===== config.mk =====
export PLATFORM = sky130hd
export DESIGN_NAME = authmask_regfile
export DESIGN_NICKNAME = d
export VERILOG_FILES = /design/src/rtl/authmask_pkg.sv /design/src/rtl/authmask_decode.sv /design/src/rtl/authmask_insert.sv /design/src/rtl/authmask_regfile.sv
export SDC_FILE = /design/constraint.sdc
export NUM_CORES = 1
export LEC_CHECK = 0
export ABC_AREA = 1
export BUFFER_PORTS_ARGS = -buffer_cell sky130_fd_sc_hd__buf_2
export CAP_MARGIN = 40
export CORE_ASPECT_RATIO = 1.75
export CORE_UTILIZATION = 56
export DETAILED_ROUTE_END_ITERATION = 8
export GPL_ROUTABILITY_DRIVEN = 0
export GPL_TIMING_DRIVEN = 0
export PLACE_DENSITY = 0.78
export SLEW_MARGIN = 10
export SYNTH_ARGS = -nofsm -noshare
export SYNTH_HDL_FRONTEND = slang
export SYNTH_SLANG_ARGS = --single-unit

===== constraint.sdc =====
create_clock -name clk_i -period 2.4 [get_ports clk_i]
set_input_delay 0 -clock clk_i [delete_from_list [all_inputs] [get_ports clk_i]]
set_output_delay 0 -clock clk_i [all_outputs]
set_load 0.005 [all_outputs]

===== src/rtl/authmask_pkg.sv =====
package authmask_pkg;

  typedef enum logic [1:0] {
    SEL_NONE  = 2'd0,
    SEL_AMR   = 2'd1,
    SEL_UAMOR = 2'd2,
    SEL_AMOR  = 2'd3
  } reg_sel_e;

  typedef enum logic [1:0] {
    MASK_ALL   = 2'd0,
    MASK_USER  = 2'd1,
    MASK_SUPER = 2'd2
  } mask_src_e;

  typedef struct packed {
    reg_sel_e  sel;
    logic      legal;
    mask_src_e mask_src;
  } access_t;

endpackage


===== src/rtl/authmask_decode.sv =====
module authmask_decode
  import authmask_pkg::*;
#(
  parameter int NUM_W     = 10,
  parameter int USER_NUM  = 13,
  parameter int PRIV_NUM  = 29,
  parameter int UMASK_NUM = 157,
  parameter int SMASK_NUM = 349
) (
  input  logic             clk_i,
  input  logic             rst_i,
  input  logic [NUM_W-1:0] reg_num_i,
  input  logic             prob_i,
  input  logic             hyper_i,
  output access_t          acc_o
);

  localparam logic [NUM_W-1:0] USER_N  = NUM_W'(USER_NUM);
  localparam logic [NUM_W-1:0] PRIV_N  = NUM_W'(PRIV_NUM);
  localparam logic [NUM_W-1:0] UMASK_N = NUM_W'(UMASK_NUM);
  localparam logic [NUM_W-1:0] SMASK_N = NUM_W'(SMASK_NUM);

  // Problem state outranks hypervisor: hypervisor only counts when PR is low.
  logic eff_hyper;
  assign eff_hyper = hyper_i & ~prob_i;

  reg_sel_e sel;
  always_comb begin
    if (reg_num_i == USER_N || reg_num_i == PRIV_N) sel = SEL_AMR;
    else if (reg_num_i == UMASK_N)                  sel = SEL_UAMOR;
    else if (reg_num_i == SMASK_N)                  sel = SEL_AMOR;
    else                                            sel = SEL_NONE;
  end

  logic legal;
  always_comb begin
    case (sel)
      SEL_AMR:   legal = ~prob_i | (reg_num_i == USER_N);
      SEL_UAMOR: legal = ~prob_i;
      SEL_AMOR:  legal = eff_hyper;
      default:   legal = 1'b0;
    endcase
  end

  mask_src_e msrc;
  always_comb begin
    if (prob_i)         msrc = MASK_USER;
    else if (eff_hyper) msrc = MASK_ALL;
    else                msrc = MASK_SUPER;
  end

  assign acc_o = '{sel: sel, legal: legal, mask_src: msrc};

  // in problem state only the user alias number can be legal
  assert_user_only_R7: assert property (@(posedge clk_i) disable iff (rst_i)
    (prob_i && acc_o.legal) |-> (reg_num_i == USER_N));

  // the supervisor mask is reachable in hypervisor state alone
  assert_smask_hv_R8: assert property (@(posedge clk_i) disable iff (rst_i)
    (reg_num_i == SMASK_N && acc_o.legal) |-> (hyper_i && !prob_i));

  // both privilege bits high never opens privileged numbers
  assert_prob_wins_R10: assert property (@(posedge clk_i) disable iff (rst_i)
    (prob_i && hyper_i && acc_o.legal) |-> (acc_o.sel == SEL_AMR));

endmodule


===== src/rtl/authmask_insert.sv =====
module authmask_insert #(
  parameter int W = 64
) (
  input  logic [W-1:0] old_i,
  input  logic [W-1:0] data_i,
  input  logic [W-1:0] mask_i,
  output logic [W-1:0] new_o
);

  // Bits under the mask take the data; the rest keep the old contents.
  assign new_o = (old_i & ~mask_i) | (data_i & mask_i);

endmodule


===== src/rtl/authmask_regfile.sv =====
module authmask_regfile
  import authmask_pkg::*;
#(
  parameter int DATA_W    = 64,
  parameter int NUM_W     = 10,
  parameter int USER_NUM  = 13,
  parameter int PRIV_NUM  = 29,
  parameter int UMASK_NUM = 157,
  parameter int SMASK_NUM = 349
) (
  input  logic              clk_i,
  input  logic              rst_i,
  input  logic [NUM_W-1:0]  reg_num_i,
  input  logic              rd_en_i,
  input  logic              wr_en_i,
  input  logic [DATA_W-1:0] wr_data_i,
  input  logic              prob_state_i,
  input  logic              hyper_i,
  output logic [DATA_W-1:0] rd_data_o,
  output logic              illegal_o
);

  localparam int N_MASKED = 2;  // main register and user override mask
  localparam int IDX_AMR  = 0;
  localparam int IDX_UMR  = 1;

  access_t acc;

  authmask_decode #(
    .NUM_W    (NUM_W),
    .USER_NUM (USER_NUM),
    .PRIV_NUM (PRIV_NUM),
    .UMASK_NUM(UMASK_NUM),
    .SMASK_NUM(SMASK_NUM)
  ) u_decode (
    .clk_i    (clk_i),
    .rst_i    (rst_i),
    .reg_num_i(reg_num_i),
    .prob_i   (prob_state_i),
    .hyper_i  (hyper_i),
    .acc_o    (acc)
  );

  logic [DATA_W-1:0] amr_q, umr_q, smr_q;

  logic [DATA_W-1:0] ins_mask;
  always_comb begin
    case (acc.mask_src)
      MASK_USER:  ins_mask = umr_q;
      MASK_SUPER: ins_mask = smr_q;
      default:    ins_mask = '1;
    endcase
  end

  logic [DATA_W-1:0] old_vec [N_MASKED];
  logic [DATA_W-1:0] new_vec [N_MASKED];
  assign old_vec[IDX_AMR] = amr_q;
  assign old_vec[IDX_UMR] = umr_q;

  for (genvar g = 0; g < N_MASKED; g++) begin : g_insert
    authmask_insert #(.W(DATA_W)) u_ins (
      .old_i (old_vec[g]),
      .data_i(wr_data_i),
      .mask_i(ins_mask),
      .new_o (new_vec[g])
    );
  end

  logic wr_ok, bad_access;
  assign wr_ok      = wr_en_i & acc.legal;
  assign bad_access = (rd_en_i | wr_en_i) & ~acc.legal;

  always_ff @(posedge clk_i) begin
    if (rst_i) begin
      amr_q     <= '0;
      umr_q     <= '0;
      smr_q     <= '0;
      illegal_o <= 1'b0;
    end else begin
      illegal_o <= bad_access;
      if (wr_ok && acc.sel == SEL_AMR)   amr_q <= new_vec[IDX_AMR];
      if (wr_ok && acc.sel == SEL_UAMOR) umr_q <= new_vec[IDX_UMR];
      if (wr_ok && acc.sel == SEL_AMOR)  smr_q <= wr_data_i;
    end
  end

  always_comb begin
    rd_data_o = '0;
    if (rd_en_i && acc.legal) begin
      case (acc.sel)
        SEL_AMR:   rd_data_o = amr_q;
        SEL_UAMOR: rd_data_o = umr_q;
        SEL_AMOR:  rd_data_o = smr_q;
        default:   rd_data_o = '0;
      endcase
    end
  end

  // the cycle after reset releases, every register is clear
  assert_reset_clear_R1: assert property (@(posedge clk_i) disable iff (rst_i)
    $fell(rst_i) |-> (amr_q == '0 && umr_q == '0 && smr_q == '0 && !illegal_o));

  // user-state write keeps every bit outside the user override mask
  assert_user_keep_R3: assert property (@(posedge clk_i) disable iff (rst_i)
    (wr_en_i && prob_state_i && reg_num_i == NUM_W'(USER_NUM)) |=>
      (((amr_q ^ $past(amr_q)) & ~$past(umr_q)) == '0));

  // supervisor write to the main register keeps bits outside its mask
  assert_super_keep_R4: assert property (@(posedge clk_i) disable iff (rst_i)
    (wr_en_i && !prob_state_i && !hyper_i) |=>
      (((amr_q ^ $past(amr_q)) & ~$past(smr_q)) == '0));

  // supervisor write to the user override mask keeps bits outside its mask
  assert_umask_keep_R6: assert property (@(posedge clk_i) disable iff (rst_i)
    (wr_en_i && !prob_state_i && !hyper_i) |=>
      (((umr_q ^ $past(umr_q)) & ~$past(smr_q)) == '0));

  // hypervisor write through the privileged number lands in full
  assert_hv_replace_R5: assert property (@(posedge clk_i) disable iff (rst_i)
    (wr_en_i && !prob_state_i && hyper_i && reg_num_i == NUM_W'(PRIV_NUM)) |=>
      (amr_q == $past(wr_data_i)));

  // a refused access leaves all storage untouched
  assert_refused_stable_R9: assert property (@(posedge clk_i) disable iff (rst_i)
    bad_access |=> ($stable(amr_q) && $stable(umr_q) && $stable(smr_q)));

  // the flag follows a strobe and never appears on its own
  assert_flag_pulse_R9: assert property (@(posedge clk_i) disable iff (rst_i)
    !(rd_en_i || wr_en_i) |=> !illegal_o);

endmodule


# Yosys cells after proc, flatten, opt, wreduce, memory -nomap -nowiden
# Index checks and enable logic that the tools add are counted.
# word_totals
output_inout_bits	65
regBits	193
elab_cells	40
# op_classes
n_reduce_logical	5
n_bitwise	13
muxes	9
n_eq_ne	9
# op_table
op	n
64-bit bitwise AND	3
64-bit one-hot mux with 3 select lines	1
64-bit bitwise OR	2
64-bit one-hot mux with 2 select lines	1
64-bit 2-to-1 mux	1
64-bit NOT	1
10-bit by 4-bit equality test with 1-bit output (second input constant)	1
10-bit by 5-bit equality test with 1-bit output (second input constant)	1
10-bit by 8-bit equality test with 1-bit output (second input constant)	1
10-bit by 9-bit equality test with 1-bit output (second input constant)	1
2-bit 2-to-1 mux	5
2-bit equality test (second input constant)	3
2-bit by 1-bit equality test with 1-bit output (second input constant)	2
1-bit logical AND	4
1-bit bitwise AND	3
1-bit one-hot mux with 3 select lines	1
1-bit NOT	2
1-bit bitwise OR	2
1-bit logical OR	1

# Depth between registers and ports, before layout
# Gate-level depths: netlist of run 1.
# logic_depth
ltp_word	9
depth_mapped	11
mapped_depth_nobuf	9

# Cells and area by module
# Synthesis of run 1 repeated with hierarchy kept, for this count alone.
# hier_totals
hier_cells	2441
hier_area_um2	13120.1
# modules_own_cells
module	seq_area_each_um2	instances	cells_each	area_per_inst_um2
authmask_regfile	3863.7	1	1894	11033.1
authmask_insert	0.0	2	256	960.9
authmask_decode	0.0	1	35	165.2

# Worst setup path after synthesis of run 1
# Ideal clock, no wire load.
# synth_path
path_kind	in2reg
startpoint	in reg_num_i[3]
endpoint	reg smr_q[10]
required_time_ps	2287
slack_ps	1202
stages	9
setup_ps	113
t_arrival_ps	1085
cell_sequence	nand2_1 > nor2_2 > nand3_2 > inv_2 > nand3_1 > buf_4 > buf_2 > nor2_1 > nor2_1
# synth_between
elab_chain_cells	8
word_cells_on_any_way	15
classes_between	7 x eq/ne; 4 x mux; 2 x bitwise; 2 x reduce/logical
# synth_rtl
element	line_no	text
start: declaration	authmask_regfile.sv:13	input logic [NUM_W-1:0] reg_num_i,
10-bit by 9-bit equality test with 1-bit output	authmask_decode.sv:31	else if (reg_num_i == SMASK_N) sel = SEL_AMOR;
2-bit 2-to-1 mux	authmask_decode.sv:31	
2-bit 2-to-1 mux	authmask_decode.sv:30	else if (reg_num_i == UMASK_N) sel = SEL_UAMOR;
2-bit 2-to-1 mux	authmask_decode.sv:29	if (reg_num_i == USER_N || reg_num_i == PRIV_N) sel = SEL_AMR;
2-bit equality test, or another cell as far along	authmask_decode.sv:37, authmask_regfile.sv:83	
1-bit one-hot mux with 3 select lines	authmask_decode.sv:37	case (sel)
1-bit bitwise AND	authmask_regfile.sv:70	assign wr_ok = wr_en_i & acc.legal;
1-bit logical AND (*)	authmask_regfile.sv:83	if (wr_ok && acc.sel == SEL_AMOR) smr_q <= wr_data_i;
end signal: assignment	authmask_regfile.sv:83	
end: declaration	authmask_regfile.sv:44	logic [DATA_W-1:0] amr_q, umr_q, smr_q;
# Mark *: on every way between the ends. The rest lies on a longest branch, timed or not.
# A chain may end at the register's enable or synchronous reset.

# Final worst setup path of run 1
# layout_path
startpoint	in reg_num_i[9]
endpoint	out rd_data_o[28]
# layout_between
elab_chain_cells	8
word_cells_on_any_way	16
classes_between	7 x eq/ne; 6 x mux; 1 x bitwise; 2 x reduce/logical
# layout_rtl
element	line_no	text
10-bit by 9-bit equality test with 1-bit output	authmask_decode.sv:31	
2-bit 2-to-1 mux	authmask_decode.sv:31	
2-bit 2-to-1 mux	authmask_decode.sv:30	
2-bit 2-to-1 mux	authmask_decode.sv:29	
2-bit equality test / 2-bit by 1-bit equality test with 1-bit output (equally long branches)	authmask_decode.sv:37, authmask_regfile.sv:90	
1-bit one-hot mux with 3 select lines	authmask_decode.sv:37	
1-bit logical AND	authmask_regfile.sv:89	if (rd_en_i && acc.legal) begin
64-bit 2-to-1 mux (*)	authmask_regfile.sv:89	
end: declaration	authmask_regfile.sv:19	output logic [DATA_W-1:0] rd_data_o,
# Marks and branches as above.

==> results of run 1 <==
synthesized netlist by cell type:
| library cell | n |
|---|---|
| sky130_fd_sc_hd__nand2_1 | 487 |
| sky130_fd_sc_hd__buf_6 | 17 |
| sky130_fd_sc_hd__nor3_1 | 1 |
| sky130_fd_sc_hd__buf_1 | 3 |
| sky130_fd_sc_hd__a31oi_1 | 32 |
| sky130_fd_sc_hd__nand4_2 | 30 |
| sky130_fd_sc_hd__inv_1 | 200 |
| sky130_fd_sc_hd__nand2_2 | 2 |
| sky130_fd_sc_hd__nand4_1 | 100 |
| sky130_fd_sc_hd__nor4_2 | 1 |
| sky130_fd_sc_hd__buf_4 | 4 |
| sky130_fd_sc_hd__clkbuf_1 | 59 |
| sky130_fd_sc_hd__inv_2 | 5 |
| sky130_fd_sc_hd__o22ai_1 | 32 |
| sky130_fd_sc_hd__o211ai_1 | 1 |
| sky130_fd_sc_hd__nor2_1 | 423 |
| sky130_fd_sc_hd__nand3_1 | 1 |
| sky130_fd_sc_hd__dfxtp_1 | 193 |
| sky130_fd_sc_hd__a21oi_1 | 32 |
| sky130_fd_sc_hd__buf_2 | 30 |
| sky130_fd_sc_hd__a22oi_1 | 64 |
| sky130_fd_sc_hd__o21ai_0 | 1 |
| sky130_fd_sc_hd__nor2_2 | 3 |
| sky130_fd_sc_hd__clkbuf_4 | 2 |
| sky130_fd_sc_hd__nand3_2 | 2 |
worst max-delay path: stages:
cell and delay, ns:
sky130_fd_sc_hd__buf_2 0.12, sky130_fd_sc_hd__nor2_2 0.17, sky130_fd_sc_hd__nand2_1 0.09, sky130_fd_sc_hd__nor4_2 0.22
sky130_fd_sc_hd__buf_2 0.33, sky130_fd_sc_hd__buf_1 0.53, sky130_fd_sc_hd__nand2_1 0.11, sky130_fd_sc_hd__a31oi_1 0.27
sky130_fd_sc_hd__buf_2 0.17
cells by family (layout without fill, tap and decap cells):
kind of cell	Yosys count	count (layout)	share of synthesized area [%]
AO/OA/AOI/OAI	162	162	9.76
flip-flops	193	193	35.8
buffers and inverters	320	562	12.9
AND/OR/NAND/NOR	1050	1050	41.6
cell type report:
type | instances | area [um2] | share of cell area (%)
multi-input cells | 1212 | 5540 | 42.4
flip-flops and latches | 193 | 3860 | 29.6
repair buffers | 210 | 1380 | 10.6
inverters | 205 | 769 | 5.89
plain buffers | 115 | 619 | 4.74
clock buffers | 23 | 488 | 3.73
well taps | 238 | 298 | 2.28
clock inverters | 9 | 105 | 0.804
power breakdown:
part,internal (mW),total [mW],switching [mW]
registers,3.20,3.20,0.000331
clock network,1.64,2.92,1.28
logic,0.175,0.481,0.306
total,5.02,6.60,1.58
final timing paths:
path	to	depth (start not counted)	startpoint
min reg2reg	register	4	register
min	register	5	rst_i
max	rd_data_o[28]	9	reg_num_i[9]
max reg2reg	register	6	register
layer usage:
| metal | part of all wire (%) | wire [um] | vias to the layer above |
|---|---|---|---|
| met5 | 0 | 0 | - |
| met4 | 4.8 | 1680 | 0 |
| met3 | 7.1 | 2470 | 138 |
| met2 | 51 | 17600 | 579 |
| met1 | 37 | 13000 | 5556 |
| li1 | - | - | 5922 |
placed cells by master (no fill, tap or decap), types with 2 or more instances in the layout:
master,instances
sky130_fd_sc_hd__dfxtp_1,193
sky130_fd_sc_hd__clkbuf_4,2
sky130_fd_sc_hd__clkbuf_1,61
sky130_fd_sc_hd__clkbuf_8,4
sky130_fd_sc_hd__bufinv_16,2
sky130_fd_sc_hd__nor2_1,423
sky130_fd_sc_hd__o22ai_1,32
sky130_fd_sc_hd__a31oi_1,32
sky130_fd_sc_hd__buf_1,3
sky130_fd_sc_hd__dlygate4sd3_1,65
sky130_fd_sc_hd__clkinv_2,4
sky130_fd_sc_hd__buf_6,17
sky130_fd_sc_hd__nor2_2,3
sky130_fd_sc_hd__nand2_1,487
sky130_fd_sc_hd__a21oi_1,32
sky130_fd_sc_hd__inv_1,200
sky130_fd_sc_hd__clkbuf_16,17
sky130_fd_sc_hd__nand4_2,30
sky130_fd_sc_hd__nand3_2,2
sky130_fd_sc_hd__inv_2,5
sky130_fd_sc_hd__buf_4,5
sky130_fd_sc_hd__a22oi_1,64
sky130_fd_sc_hd__nand4_1,100
sky130_fd_sc_hd__buf_2,174
sky130_fd_sc_hd__clkinv_4,2
sky130_fd_sc_hd__nand2_2,2
per-stage QoR:
| stage | area, um2 | hold slack, ns | total power, mW |
|---|---|---|---|
| final | 13100 | 0.215 | 6.60 |
| after global routing | 13100 | 0.230 | 6.78 |
| after CTS | 13100 | 0.187 | 6.60 |
| after detailed placement | 11800 | 0.264 | 3.66 |
| after global placement | 11800 | 0.262 | 3.66 |
| after floorplan | 10800 | 0.135 | 3.46 |
timing repair:
action / CTS / global route
endpoints found under the setup margin: 0 / 0
buffers inserted: 0 / 0
hold buffers: 65 / 0
hold endpoints to repair: 193 / 0
==> impl_metrics.xml, run 1 <==
<?xml version="1.0" encoding="UTF-8"?>
<metrics>
  <group name="status">
    <metric name="run_status" unit="">finished, violations left</metric>
    <metric name="violations" unit="">design-rule violations</metric>
  </group>
  <group name="routing">
    <metric name="drt_first_iter_violations" unit="">842</metric>
    <metric name="routed_wire_length_per_instance" unit="um">15.8</metric>
    <metric name="drtPass1Iterations" unit="">9</metric>
    <metric name="drc" unit="">1</metric>
    <metric name="detailed_route_via_count" unit="">12200</metric>
    <metric name="totalWireLength" unit="mm">34.8</metric>
    <metric name="post_drt_via_cell_ratio" unit="">5.53</metric>
    <metric name="ant_nets" unit="">0</metric>
  </group>
  <group name="cells_and_area">
    <metric name="num-fill-cells" unit="">1713</metric>
    <metric name="num_antenna_cells" unit="">0</metric>
    <metric name="share_of_layout_cells_above_drive_strength_1" unit="%">13.8</metric>
    <metric name="final_net_count" unit="">2034</metric>
    <metric name="final_cell_count_no_fill" unit="">2205</metric>
    <metric name="area.growth.synth_to_final" unit="%">21.0</metric>
    <metric name="utilization" unit="%">69.7</metric>
  </group>
  <group name="setup_path">
    <metric name="arrival" unit="ns">2.02</metric>
    <metric name="crit_type" unit="">in2out</metric>
    <metric name="rrSetupSlack" unit="ns">1.24</metric>
    <metric name="cp_max_fo" unit="">10</metric>
    <metric name="critPathCaptureType" unit="">primary output</metric>
    <metric name="critical_path.startpoint_type" unit="">primary input</metric>
    <metric name="required" unit="ns">2.40</metric>
  </group>
  <group name="pwr">
    <metric name="cellLeakagePower" unit="nW">6.52</metric>
    <metric name="power_per_cell_area" unit="nW/um2">505</metric>
    <metric name="worst_vdd_ir" unit="uV">435</metric>
  </group>
  <group name="timing">
    <metric name="setup-tns-final" unit="ns">0</metric>
    <metric name="setup_ws" unit="ns">0.384</metric>
    <metric name="layout_min_cycle_time" unit="ns">2.02</metric>
    <metric name="slew_viol_final" unit="">0</metric>
    <metric name="fmax" unit="MHz">496</metric>
    <metric name="rsz_0062_raised_after_global_routing" unit="">false</metric>
    <metric name="timing.final.setup_violations" unit="">0</metric>
    <metric name="finalHoldViolCount" unit="">0</metric>
    <metric name="max_slew.worst_pin.slew" unit="ns">0.756</metric>
    <metric name="timing.clock.skew" unit="ns">0.00715</metric>
    <metric name="slew-limit-headroom" unit="%">49.6</metric>
    <metric name="finalCritPeriodShare" unit="%">84.0</metric>
  </group>
  <group name="global_routing">
    <metric name="antenna_found_initial" unit="">0</metric>
    <metric name="number_of_global_route_vias_before_repair" unit="">11600</metric>
    <metric name="grt.met1_usage" unit="%">37.3</metric>
    <metric name="grt_util_all_layers" unit="%">35.0</metric>
    <metric name="grt-busiest-layer" unit="">met2</metric>
    <metric name="grt_first_pass_wirelength" unit="mm">54.7</metric>
    <metric name="met2_usage" unit="%">63.7</metric>
    <metric name="grt_max_degree" unit="">17</metric>
    <metric name="grt.met3_usage" unit="%">5.57</metric>
    <metric name="grt-ovfl-total" unit="">0</metric>
  </group>
  <group name="logic_synthesis">
    <metric name="synth_area_leaders" unit="">sky130_fd_sc_hd__dfxtp_1, sky130_fd_sc_hd__nand2_1, sky130_fd_sc_hd__nor2_1</metric>
    <metric name="synth_top_area_share" unit="%">35.8</metric>
    <metric name="synth.avg_cell_area" unit="um2">6.26</metric>
    <metric name="netlist.top_cell.by_area" unit="">sky130_fd_sc_hd__dfxtp_1</metric>
    <metric name="synth.lib_cells_used.distinct" unit="">25</metric>
    <metric name="netlist_area" unit="um2">10800</metric>
    <metric name="net_count_after_synthesis" unit="">1805</metric>
    <metric name="ys.warnings.count" unit="">0</metric>
    <metric name="post_synth_inst_count" unit="">1725</metric>
    <metric name="synth.ff_latch_count" unit="">193</metric>
    <metric name="synth-seq-area-share" unit="%">35.8</metric>
  </group>
  <group name="floorplanning">
    <metric name="core_region_area" unit="um2">18700</metric>
    <metric name="initial_utilization" unit="%">57.6</metric>
    <metric name="num_io_pins" unit="">145</metric>
    <metric name="design.die.area" unit="um2">19900</metric>
    <metric name="floorplan.die.width" unit="um">107</metric>
    <metric name="std_cell_rows" unit="">66</metric>
    <metric name="die_h" unit="um">186</metric>
  </group>
  <group name="cts">
    <metric name="insertion_delay" unit="ns">0.44</metric>
    <metric name="cts_htree_levels" unit="">4</metric>
    <metric name="cts_tree" unit="">built</metric>
    <metric name="ctsRootBufferMaster" unit="">sky130_fd_sc_hd__clkbuf_16</metric>
    <metric name="max-clock-path-buffers" unit="">2</metric>
    <metric name="cts-resized-gates" unit="">0</metric>
    <metric name="cts_buffers" unit="">17</metric>
    <metric name="clk_pin_slew" unit="ns">0.07</metric>
    <metric name="clock_sink_count" unit="">193</metric>
  </group>
  <group name="place">
    <metric name="placedCellCount" unit="">2108</metric>
    <metric name="portBuffers" unit="">144</metric>
    <metric name="dpl.hpwl" unit="mm">24.0</metric>
    <metric name="place_worst_setup_slack" unit="ns">0.441</metric>
  </group>
  <group name="worst_hold_path">
    <metric name="worstHoldPathType" unit="">in2reg</metric>
  </group>
  <group name="flow_run">
    <metric name="max-cap-violations" unit="">0</metric>
  </group>
</metrics>
(Power assumes the default switching activity.)
==> inputs of run 2 (changes only) <==
--- a/config.mk
+++ b/config.mk
@@ -5,15 +5,15 @@
 export SDC_FILE = /design/constraint.sdc
 export NUM_CORES = 1
 export LEC_CHECK = 0
-export ABC_AREA = 1
+export ABC_AREA = 0
 export BUFFER_PORTS_ARGS = -buffer_cell sky130_fd_sc_hd__buf_2
 export CAP_MARGIN = 40
 export CORE_ASPECT_RATIO = 1.75
-export CORE_UTILIZATION = 56
+export CORE_UTILIZATION = 52
 export DETAILED_ROUTE_END_ITERATION = 8
 export GPL_ROUTABILITY_DRIVEN = 0
 export GPL_TIMING_DRIVEN = 0
-export PLACE_DENSITY = 0.78
+export PLACE_DENSITY = 0.76
 export SLEW_MARGIN = 10
 export SYNTH_ARGS = -nofsm -noshare
 export SYNTH_HDL_FRONTEND = slang
==> constraint.sdc (replaced) <==
create_clock -name clk_i -period 1.7 [get_ports clk_i]
set_input_delay 0 -clock clk_i [delete_from_list [all_inputs] [get_ports clk_i]]
set_output_delay 0 -clock clk_i [all_outputs]
set_load 0.005 [all_outputs]
==> run 2 against run 1 <==
Effect of this change:
- the run ends with negative setup slack left
- die area is 2.3% higher
- core utilization decreased by 4.2 points
- hold slack worse by 0.14 ns
- sequential power is 41% higher
- worst setup slack got worse by 0.39 ns
- synthesized area is 5.0% lower
- critical path type unchanged
==> impl_metrics.xml, run 2 <==
<?xml version="1.0" encoding="UTF-8"?>
<metrics>
  <group name="routing">
    <metric name="ant_nets" unit="">0</metric>
    <metric name="drt_first_iter_violations" unit="">879</metric>
    <metric name="post_drt_via_cell_ratio" unit="">5.99</metric>
    <metric name="totalWireLength" unit="mm">33.2</metric>
    <metric name="drc" unit="">0</metric>
    <metric name="routed_wire_length_per_instance" unit="um">19.2</metric>
    <metric name="drtPass1Iterations" unit="">6</metric>
    <metric name="detailed_route_via_count" unit="">10400</metric>
  </group>
  <group name="timing">
    <metric name="finalCritPeriodShare" unit="%">100</metric>
    <metric name="setup_ws" unit="ns">-0.00402</metric>
    <metric name="setup-tns-final" unit="ns">-0.00402</metric>
    <metric name="layout_min_cycle_time" unit="ns">1.70</metric>
    <metric name="finalHoldViolCount" unit="">0</metric>
    <metric name="slew_viol_final" unit="">0</metric>
    <metric name="rsz_0062_raised_after_global_routing" unit="">true</metric>
    <metric name="worst_hold_slack_after_final_layout" unit="ns">0.0788</metric>
    <metric name="slew-limit-headroom" unit="%">53.3</metric>
    <metric name="max_slew.worst_pin.slew" unit="ns">0.701</metric>
    <metric name="timing.final.setup_violations" unit="">1</metric>
    <metric name="timing.clock.skew" unit="ns">0.0126</metric>
    <metric name="fmax" unit="MHz">587</metric>
  </group>
  <group name="setup_path">
    <metric name="arrival" unit="ns">1.70</metric>
    <metric name="required" unit="ns">1.70</metric>
    <metric name="crit_type" unit="">in2out</metric>
    <metric name="cp_max_fo" unit="">8</metric>
    <metric name="rrSetupSlack" unit="ns">0.68</metric>
    <metric name="worstReg2RegStart" unit="">smr_q[23]</metric>
    <metric name="rr_worst_depth" unit="">4</metric>
    <metric name="critical_path.startpoint_type" unit="">primary input</metric>
    <metric name="critPathCaptureType" unit="">primary output</metric>
  </group>
  <group name="pwr">
    <metric name="worst_vdd_ir" unit="uV">540</metric>
    <metric name="cellLeakagePower" unit="nW">5.31</metric>
    <metric name="totalPowerFinal" unit="mW">9.15</metric>
    <metric name="power_per_cell_area" unit="nW/um2">727</metric>
  </group>
  <group name="cts">
    <metric name="ctsRootBufferMaster" unit="">sky130_fd_sc_hd__clkbuf_16</metric>
    <metric name="insertion_delay" unit="ns">0.45</metric>
    <metric name="cts_buffers" unit="">17</metric>
    <metric name="max-clock-path-buffers" unit="">2</metric>
    <metric name="clock_sink_count" unit="">193</metric>
    <metric name="cts_htree_levels" unit="">4</metric>
    <metric name="cts_tree" unit="">built</metric>
    <metric name="clk_pin_slew" unit="ns">0.07</metric>
  </group>
  <group name="logic_synthesis">
    <metric name="synth.lib_cells_used.distinct" unit="">30</metric>
    <metric name="post_synth_inst_count" unit="">1253</metric>
    <metric name="synth-seq-area-share" unit="%">37.7</metric>
    <metric name="synth_enable_flop_cells" unit="">0</metric>
    <metric name="synth_top_area_share" unit="%">37.7</metric>
    <metric name="async_reset_ff_share" unit="%">0</metric>
    <metric name="synth_area_leaders" unit="">sky130_fd_sc_hd__dfxtp_1, sky130_fd_sc_hd__mux2i_1, sky130_fd_sc_hd__nand2b_1</metric>
    <metric name="synth_top_cells_by_count" unit="">sky130_fd_sc_hd__dfxtp_1, sky130_fd_sc_hd__nand2b_1, sky130_fd_sc_hd__nor2_1</metric>
    <metric name="ys.warnings.count" unit="">0</metric>
    <metric name="synth_flop_type" unit="">sky130_fd_sc_hd__dfxtp_1</metric>
    <metric name="netlist.top_cell.by_area" unit="">sky130_fd_sc_hd__dfxtp_1</metric>
    <metric name="net_count_after_synthesis" unit="">1333</metric>
    <metric name="netlist_area" unit="um2">10300</metric>
    <metric name="synth.avg_cell_area" unit="um2">8.19</metric>
    <metric name="synth.ff_latch_count" unit="">193</metric>
  </group>
  <group name="global_routing">
    <metric name="grt.met1_usage" unit="%">37.5</metric>
    <metric name="met2_usage" unit="%">57.5</metric>
    <metric name="grt-busiest-layer" unit="">met2</metric>
    <metric name="grt_max_degree" unit="">18</metric>
    <metric name="grt-ovfl-total" unit="">0</metric>
    <metric name="grt_first_pass_wirelength" unit="mm">52.0</metric>
    <metric name="number_of_global_route_vias_before_repair" unit="">10400</metric>
    <metric name="grt_util_all_layers" unit="%">32.9</metric>
    <metric name="antenna_found_initial" unit="">1</metric>
    <metric name="grt.met3_usage" unit="%">5.35</metric>
  </group>
  <group name="worst_hold_path">
    <metric name="holdPathStages" unit="">4</metric>
    <metric name="worstHoldPathType" unit="">in2reg</metric>
    <metric name="hold_end" unit="">smr_q[63]</metric>
    <metric name="worstHoldStart" unit="">wr_en_i</metric>
  </group>
  <group name="floorplanning">
    <metric name="std_cell_rows" unit="">67</metric>
    <metric name="floorplan.die.width" unit="um">108</metric>
    <metric name="die_h" unit="um">188</metric>
    <metric name="initial_utilization" unit="%">53.4</metric>
    <metric name="design.die.area" unit="um2">20300</metric>
    <metric name="num_io_pins" unit="">145</metric>
    <metric name="core_region_area" unit="um2">19200</metric>
  </group>
  <group name="status">
    <metric name="violations" unit="">negative setup slack</metric>
    <metric name="run_status" unit="">finished, violations left</metric>
  </group>
  <group name="cells_and_area">
    <metric name="final_net_count" unit="">1559</metric>
    <metric name="share_of_layout_cells_above_drive_strength_1" unit="%">15.5</metric>
    <metric name="most-common-layout-cells" unit="">sky130_fd_sc_hd__nand2b_1, sky130_fd_sc_hd__dfxtp_1, sky130_fd_sc_hd__buf_2</metric>
    <metric name="area.growth.synth_to_final" unit="%">22.7</metric>
  </group>
  <group name="place">
    <metric name="portBuffers" unit="">143</metric>
    <metric name="dpl.hpwl" unit="mm">22.6</metric>
  </group>
  <group name="flow_run">
    <metric name="max-cap-violations" unit="">0</metric>
  </group>
</metrics>
==> run 2: cell types whose count changed after synthesis, sizes merged, moves of 32 or more <==
cell,delta
mux2i,+128
a22oi,-32
o21ai,+127
nor2,-296
nand2,-361
nand3b,+64
inv,-205
a21oi,+32
a222oi,+32
nand2b,+193
o22ai,-32
nand4,-128
a31oi,-32
a22o,+32
==> run 2: how the worst max path moves through the flow <==
stage | cells after the start | startpoint | slack, ns | endpoint
final | 7 | prob_state_i | -0.004 | rd_data_o[63]
after global routing | 7 | prob_state_i | -0.02 | rd_data_o[25]
after detailed placement | 9 | reg_num_i[5] | -0.44 | rd_data_o[20]
after CTS | 9 | reg_num_i[4] | 0.001 | rd_data_o[40]
after floorplan | 8 | reg_num_i[5] | 0.40 | smr_q[10]
after global placement | 8 | reg_num_i[8] | -0.42 | rd_data_o[20]
==> run 2: metrics by stage <==
step | utilization, % | area (um2) | cells | worst slack, ns
final | 65.5 | 12600 | 1734 | -0.00402
after CTS | 65.4 | 12600 | 1734 | 0.00103
after global routing | 65.5 | 12600 | 1733 | -0.0171
after global placement | 58.7 | 11300 | 1637 | -0.423
after floorplan | - | 10300 | 1253 | 0.396
after detailed placement | 58.7 | 11300 | 1637 | -0.441
==> run 2: critical path, cell delays in order <==
cell and delay [ns]:
sky130_fd_sc_hd__buf_2 0.16, sky130_fd_sc_hd__or4b_1 0.54, sky130_fd_sc_hd__o211ai_2 0.13, sky130_fd_sc_hd__nand3_4 0.24, sky130_fd_sc_hd__buf_4 0.23, sky130_fd_sc_hd__nor2_1 0.23
sky130_fd_sc_hd__buf_2 0.17
==> run 2: repair_timing <==
action / CTS / global route
buffers inserted: 1 / 0
hold buffers: 66 / 0
pin swaps: 6 / 2
setup endpoints to repair: 64 / 48
endpoints found under the hold margin: 193 / 0
gates resized for setup: 35 / 20
==> run 2: metal layers <==
layer	wire [um]	share of wire, %
met1	12900	39
met2	16900	51
met3	2110	6.4
met4	1310	3.9
met5	0	0
==> run 2: cell type report <==
class                   instances  area [um2]
diodes                          1        2.50
plain buffers                 106         569
clock buffers                  20         437
clock inverters                12         104
fillers                      1695        6610
multi-input cells             951        5920
flip-flops and latches        193        3860
well taps                     241         302
repair buffers                210        1380
==> run 2: logic make-up after synthesis <==
logic type / after synthesis / share of synthesized area, %
and+or+nand+nor: 532 / 27.3
muxes: 128 / 12.5
buffers and inverters: 109 / 4.76
DFF: 193 / 37.7
AOI/OAI and AO/OA: 291 / 17.8
==> run 2: power by group <==
group          switching [mW]  internal (mW)  total [mW]
logic                   0.449          0.341       0.789
clock network            1.94           1.91        3.84
registers             0.00157           4.52        4.52
==> inputs of run 3 (changes only) <==
--- a/config.mk
+++ b/config.mk
@@ -5,15 +5,16 @@
 export SDC_FILE = /design/constraint.sdc
 export NUM_CORES = 1
 export LEC_CHECK = 0
-export ABC_AREA = 0
+export ABC_AREA = 1
 export BUFFER_PORTS_ARGS = -buffer_cell sky130_fd_sc_hd__buf_2
 export CAP_MARGIN = 40
 export CORE_ASPECT_RATIO = 1.75
-export CORE_UTILIZATION = 52
+export CORE_UTILIZATION = 29
+export CTS_CLUSTER_SIZE = 20
 export DETAILED_ROUTE_END_ITERATION = 8
 export GPL_ROUTABILITY_DRIVEN = 0
 export GPL_TIMING_DRIVEN = 0
-export PLACE_DENSITY = 0.76
+export PLACE_DENSITY = 0.47
 export SLEW_MARGIN = 10
 export SYNTH_ARGS = -nofsm -noshare
 export SYNTH_HDL_FRONTEND = slang
==> run 3 against run 2 <==
Effect of this change:
- the flow now finishes without violations
- critical path depth rose by 4
- non-clock buffer count rose by 13
- via count rose by 14%
- fmax rose by 5.8%
- die area rose by 87%
- clock power rose by 8.3%
- sequential share of layout area fell by 2.4 points
- sequential power barely moved
- global-route usage fell by 11 points
- combinational power fell by 9.0%
- register-to-register slack got worse by 0.13 ns
- critical path type unchanged
- largest cell class unchanged
- largest power group unchanged
==> impl_metrics.xml, run 3 (synthesis gave the netlist of run 1 again) <==
<?xml version="1.0" encoding="UTF-8"?>
<metrics>
  <group name="cts">
    <metric name="cts_buffers" unit="">17</metric>
    <metric name="clk_pin_slew" unit="ns">0.07</metric>
    <metric name="cts_htree_levels" unit="">4</metric>
    <metric name="insertion_delay" unit="ns">0.46</metric>
    <metric name="max-clock-path-buffers" unit="">2</metric>
    <metric name="cts_tree" unit="">built</metric>
    <metric name="clock_sink_count" unit="">193</metric>
    <metric name="ctsRootBufferMaster" unit="">sky130_fd_sc_hd__clkbuf_16</metric>
  </group>
  <group name="pwr">
    <metric name="power_per_cell_area" unit="nW/um2">688</metric>
    <metric name="worst_vdd_ir" unit="uV">651</metric>
    <metric name="cellLeakagePower" unit="nW">6.62</metric>
  </group>
  <group name="timing">
    <metric name="max_slew.worst_pin.slew" unit="ns">0.722</metric>
    <metric name="finalCritPeriodShare" unit="%">94.8</metric>
    <metric name="fmax" unit="MHz">621</metric>
    <metric name="setup-tns-final" unit="ns">0</metric>
    <metric name="timing.clock.skew" unit="ns">0.00657</metric>
    <metric name="rsz_0062_raised_after_global_routing" unit="">true</metric>
    <metric name="timing.final.setup_violations" unit="">0</metric>
    <metric name="layout_min_cycle_time" unit="ns">1.61</metric>
    <metric name="setup_ws" unit="ns">0.0892</metric>
    <metric name="slew_viol_final" unit="">0</metric>
    <metric name="finalHoldViolCount" unit="">0</metric>
    <metric name="slew-limit-headroom" unit="%">51.9</metric>
  </group>
  <group name="flow_run">
    <metric name="max-cap-violations" unit="">0</metric>
  </group>
  <group name="floorplanning">
    <metric name="std_cell_rows" unit="">93</metric>
    <metric name="floorplan.die.width" unit="um">148</metric>
    <metric name="die_h" unit="um">257</metric>
    <metric name="num_io_pins" unit="">145</metric>
    <metric name="initial_utilization" unit="%">29.4</metric>
    <metric name="core_region_area" unit="um2">36800</metric>
    <metric name="design.die.area" unit="um2">38000</metric>
  </group>
  <group name="setup_path">
    <metric name="rr_worst_depth" unit="">6</metric>
    <metric name="crit_type" unit="">in2out</metric>
    <metric name="crit_path_top_delay_cell" unit="">sky130_fd_sc_hd__clkbuf_2</metric>
    <metric name="critical_path.startpoint_type" unit="">primary input</metric>
    <metric name="cp_max_fo" unit="">10</metric>
    <metric name="cp_top_family" unit="">buffers and inverters</metric>
    <metric name="crit_path_max_incr_delay" unit="ns">0.29</metric>
    <metric name="worstPathCellList" unit="">buf_2, inv_2, nand2_1, nor2_4, buf_4, nand2_4, clkbuf_2, o22ai_1, a21oi_1, nor2_4, buf_2</metric>
    <metric name="critPathCaptureType" unit="">primary output</metric>
    <metric name="worstSetupPathDepth" unit="">11</metric>
    <metric name="crit_buf_inv" unit="">5</metric>
    <metric name="arrival" unit="ns">1.61</metric>
    <metric name="required" unit="ns">1.70</metric>
  </group>
  <group name="worst_hold_path">
    <metric name="worstHoldPathType" unit="">in2reg</metric>
    <metric name="holdPathStages" unit="">5</metric>
  </group>
  <group name="global_routing">
    <metric name="grt_util_all_layers" unit="%">22.0</metric>
    <metric name="grt_max_degree" unit="">17</metric>
    <metric name="grt-ovfl-total" unit="">0</metric>
    <metric name="number_of_global_route_vias_before_repair" unit="">11600</metric>
    <metric name="antenna_found_initial" unit="">0</metric>
    <metric name="grt_first_pass_wirelength" unit="mm">63.8</metric>
  </group>
  <group name="cells_and_area">
    <metric name="num-fill-cells" unit="">4151</metric>
    <metric name="most-common-layout-cells" unit="">sky130_fd_sc_hd__nand2_1, sky130_fd_sc_hd__nor2_1, sky130_fd_sc_hd__inv_1</metric>
    <metric name="utilization" unit="%">37.2</metric>
    <metric name="num_antenna_cells" unit="">0</metric>
    <metric name="share_of_layout_cells_above_drive_strength_1" unit="%">15.8</metric>
    <metric name="final_net_count" unit="">2038</metric>
    <metric name="commonest_non_fill_non_tap_cell_in_the_layout" unit="">sky130_fd_sc_hd__nand2_1</metric>
    <metric name="final_cell_count_no_fill" unit="">2445</metric>
    <metric name="post-route-cell-area" unit="um2">13700</metric>
    <metric name="area.growth.synth_to_final" unit="%">26.5</metric>
  </group>
  <group name="routing">
    <metric name="detailed_route_via_count" unit="">11900</metric>
    <metric name="met1Wirelength" unit="mm">16.8</metric>
    <metric name="drt_first_iter_violations" unit="">555</metric>
    <metric name="total_met2_wirelength_after_detailed_routing" unit="mm">21.9</metric>
    <metric name="routed_wl_met3" unit="mm">1.52</metric>
    <metric name="post_drt_via_cell_ratio" unit="">4.85</metric>
    <metric name="drtPass1Iterations" unit="">5</metric>
    <metric name="totalWireLength" unit="mm">41.5</metric>
    <metric name="routed_wire_length_per_instance" unit="um">17.0</metric>
    <metric name="route.top_layer_used" unit="">met4</metric>
    <metric name="drc" unit="">0</metric>
    <metric name="ant_nets" unit="">0</metric>
  </group>
  <group name="place">
    <metric name="place_worst_setup_slack" unit="ns">-0.506</metric>
    <metric name="portBuffers" unit="">144</metric>
    <metric name="cell_area_reported_after_detailed_placement" unit="um2">12100</metric>
    <metric name="dpl.hpwl" unit="mm">29.5</metric>
    <metric name="placedCellCount" unit="">2345</metric>
  </group>
  <group name="status">
    <metric name="run_status" unit="">complete, no violations</metric>
  </group>
</metrics>
[run 3: cell count changes in the layout (fill, tap and decap cells not counted), sizes merged, moves of 64 or more]
cell    change
nand3b     -64
o21ai     -127
inv       +201
mux2i     -128
nand2     +361
nor2      +296
nand2b    -193
nand4     +128
[run 3: worst reg2reg max path, delay by kind of cell, from the launching register on]
kind	cells	cell delay, ns
DFF	1	0.35
buffers and inverters	1	0.06
and+or+nand+nor	4	0.45
AOI/OAI and AO/OA	1	0.24
[run 3: per-layer routing]
metal,GRT usage (%),vias to the layer above
met2,40.9,306
met1,24.6,5557
li1,-,5935
met3,3.07,65
met5,0,-
met4,9.62,0
[run 3: path summary, 6_finish.rpt]
| path | from | to | slack, ns |
|---|---|---|---|
| worst max-delay path | reg_num_i[1] | rd_data_o[57] | 0.09 |
| worst min-delay path | rst_i | register | 0.20 |
| worst max register to register | register | register | 0.55 |
| worst min register to register | register | register | 0.51 |
[run 3: metrics by stage]
stage	power (mW)	hold slack [ns]
after CTS	9.51	0.190
final	9.40	0.196
after global routing	9.74	0.268
after floorplan	4.89	0.135
after global placement	5.21	0.265
after detailed placement	5.21	0.268
[run 3: timing repair]
item | 4_1_cts | 5_1_grt
buffers inserted | 1 | 4
pin swaps | 1 | 2
hold buffers | 65 | 0
hold endpoints to repair | 193 | 0
gates resized for setup | 55 | 30
setup endpoints to repair | 64 | 79
[run 3: layout make-up]
type	instances	area, um2	area share (%)
plain buffers	114	721	5.28
clock buffers	21	470	3.44
clock inverters	10	110	0.806
inverters	205	774	5.67
multi-input cells	1212	5710	41.8
flip-flops and latches	193	3860	28.3
well taps	475	594	4.35
repair buffers	215	1420	10.4
[run 3: power breakdown]
group | leakage [nW] | switching (mW) | internal [mW]
combinational | 4.79 | 0.466 | 0.253
sequential | 1.55 | 0.00153 | 4.52
clock | 0.277 | 1.89 | 2.27
total | 6.62 | 2.36 | 7.04
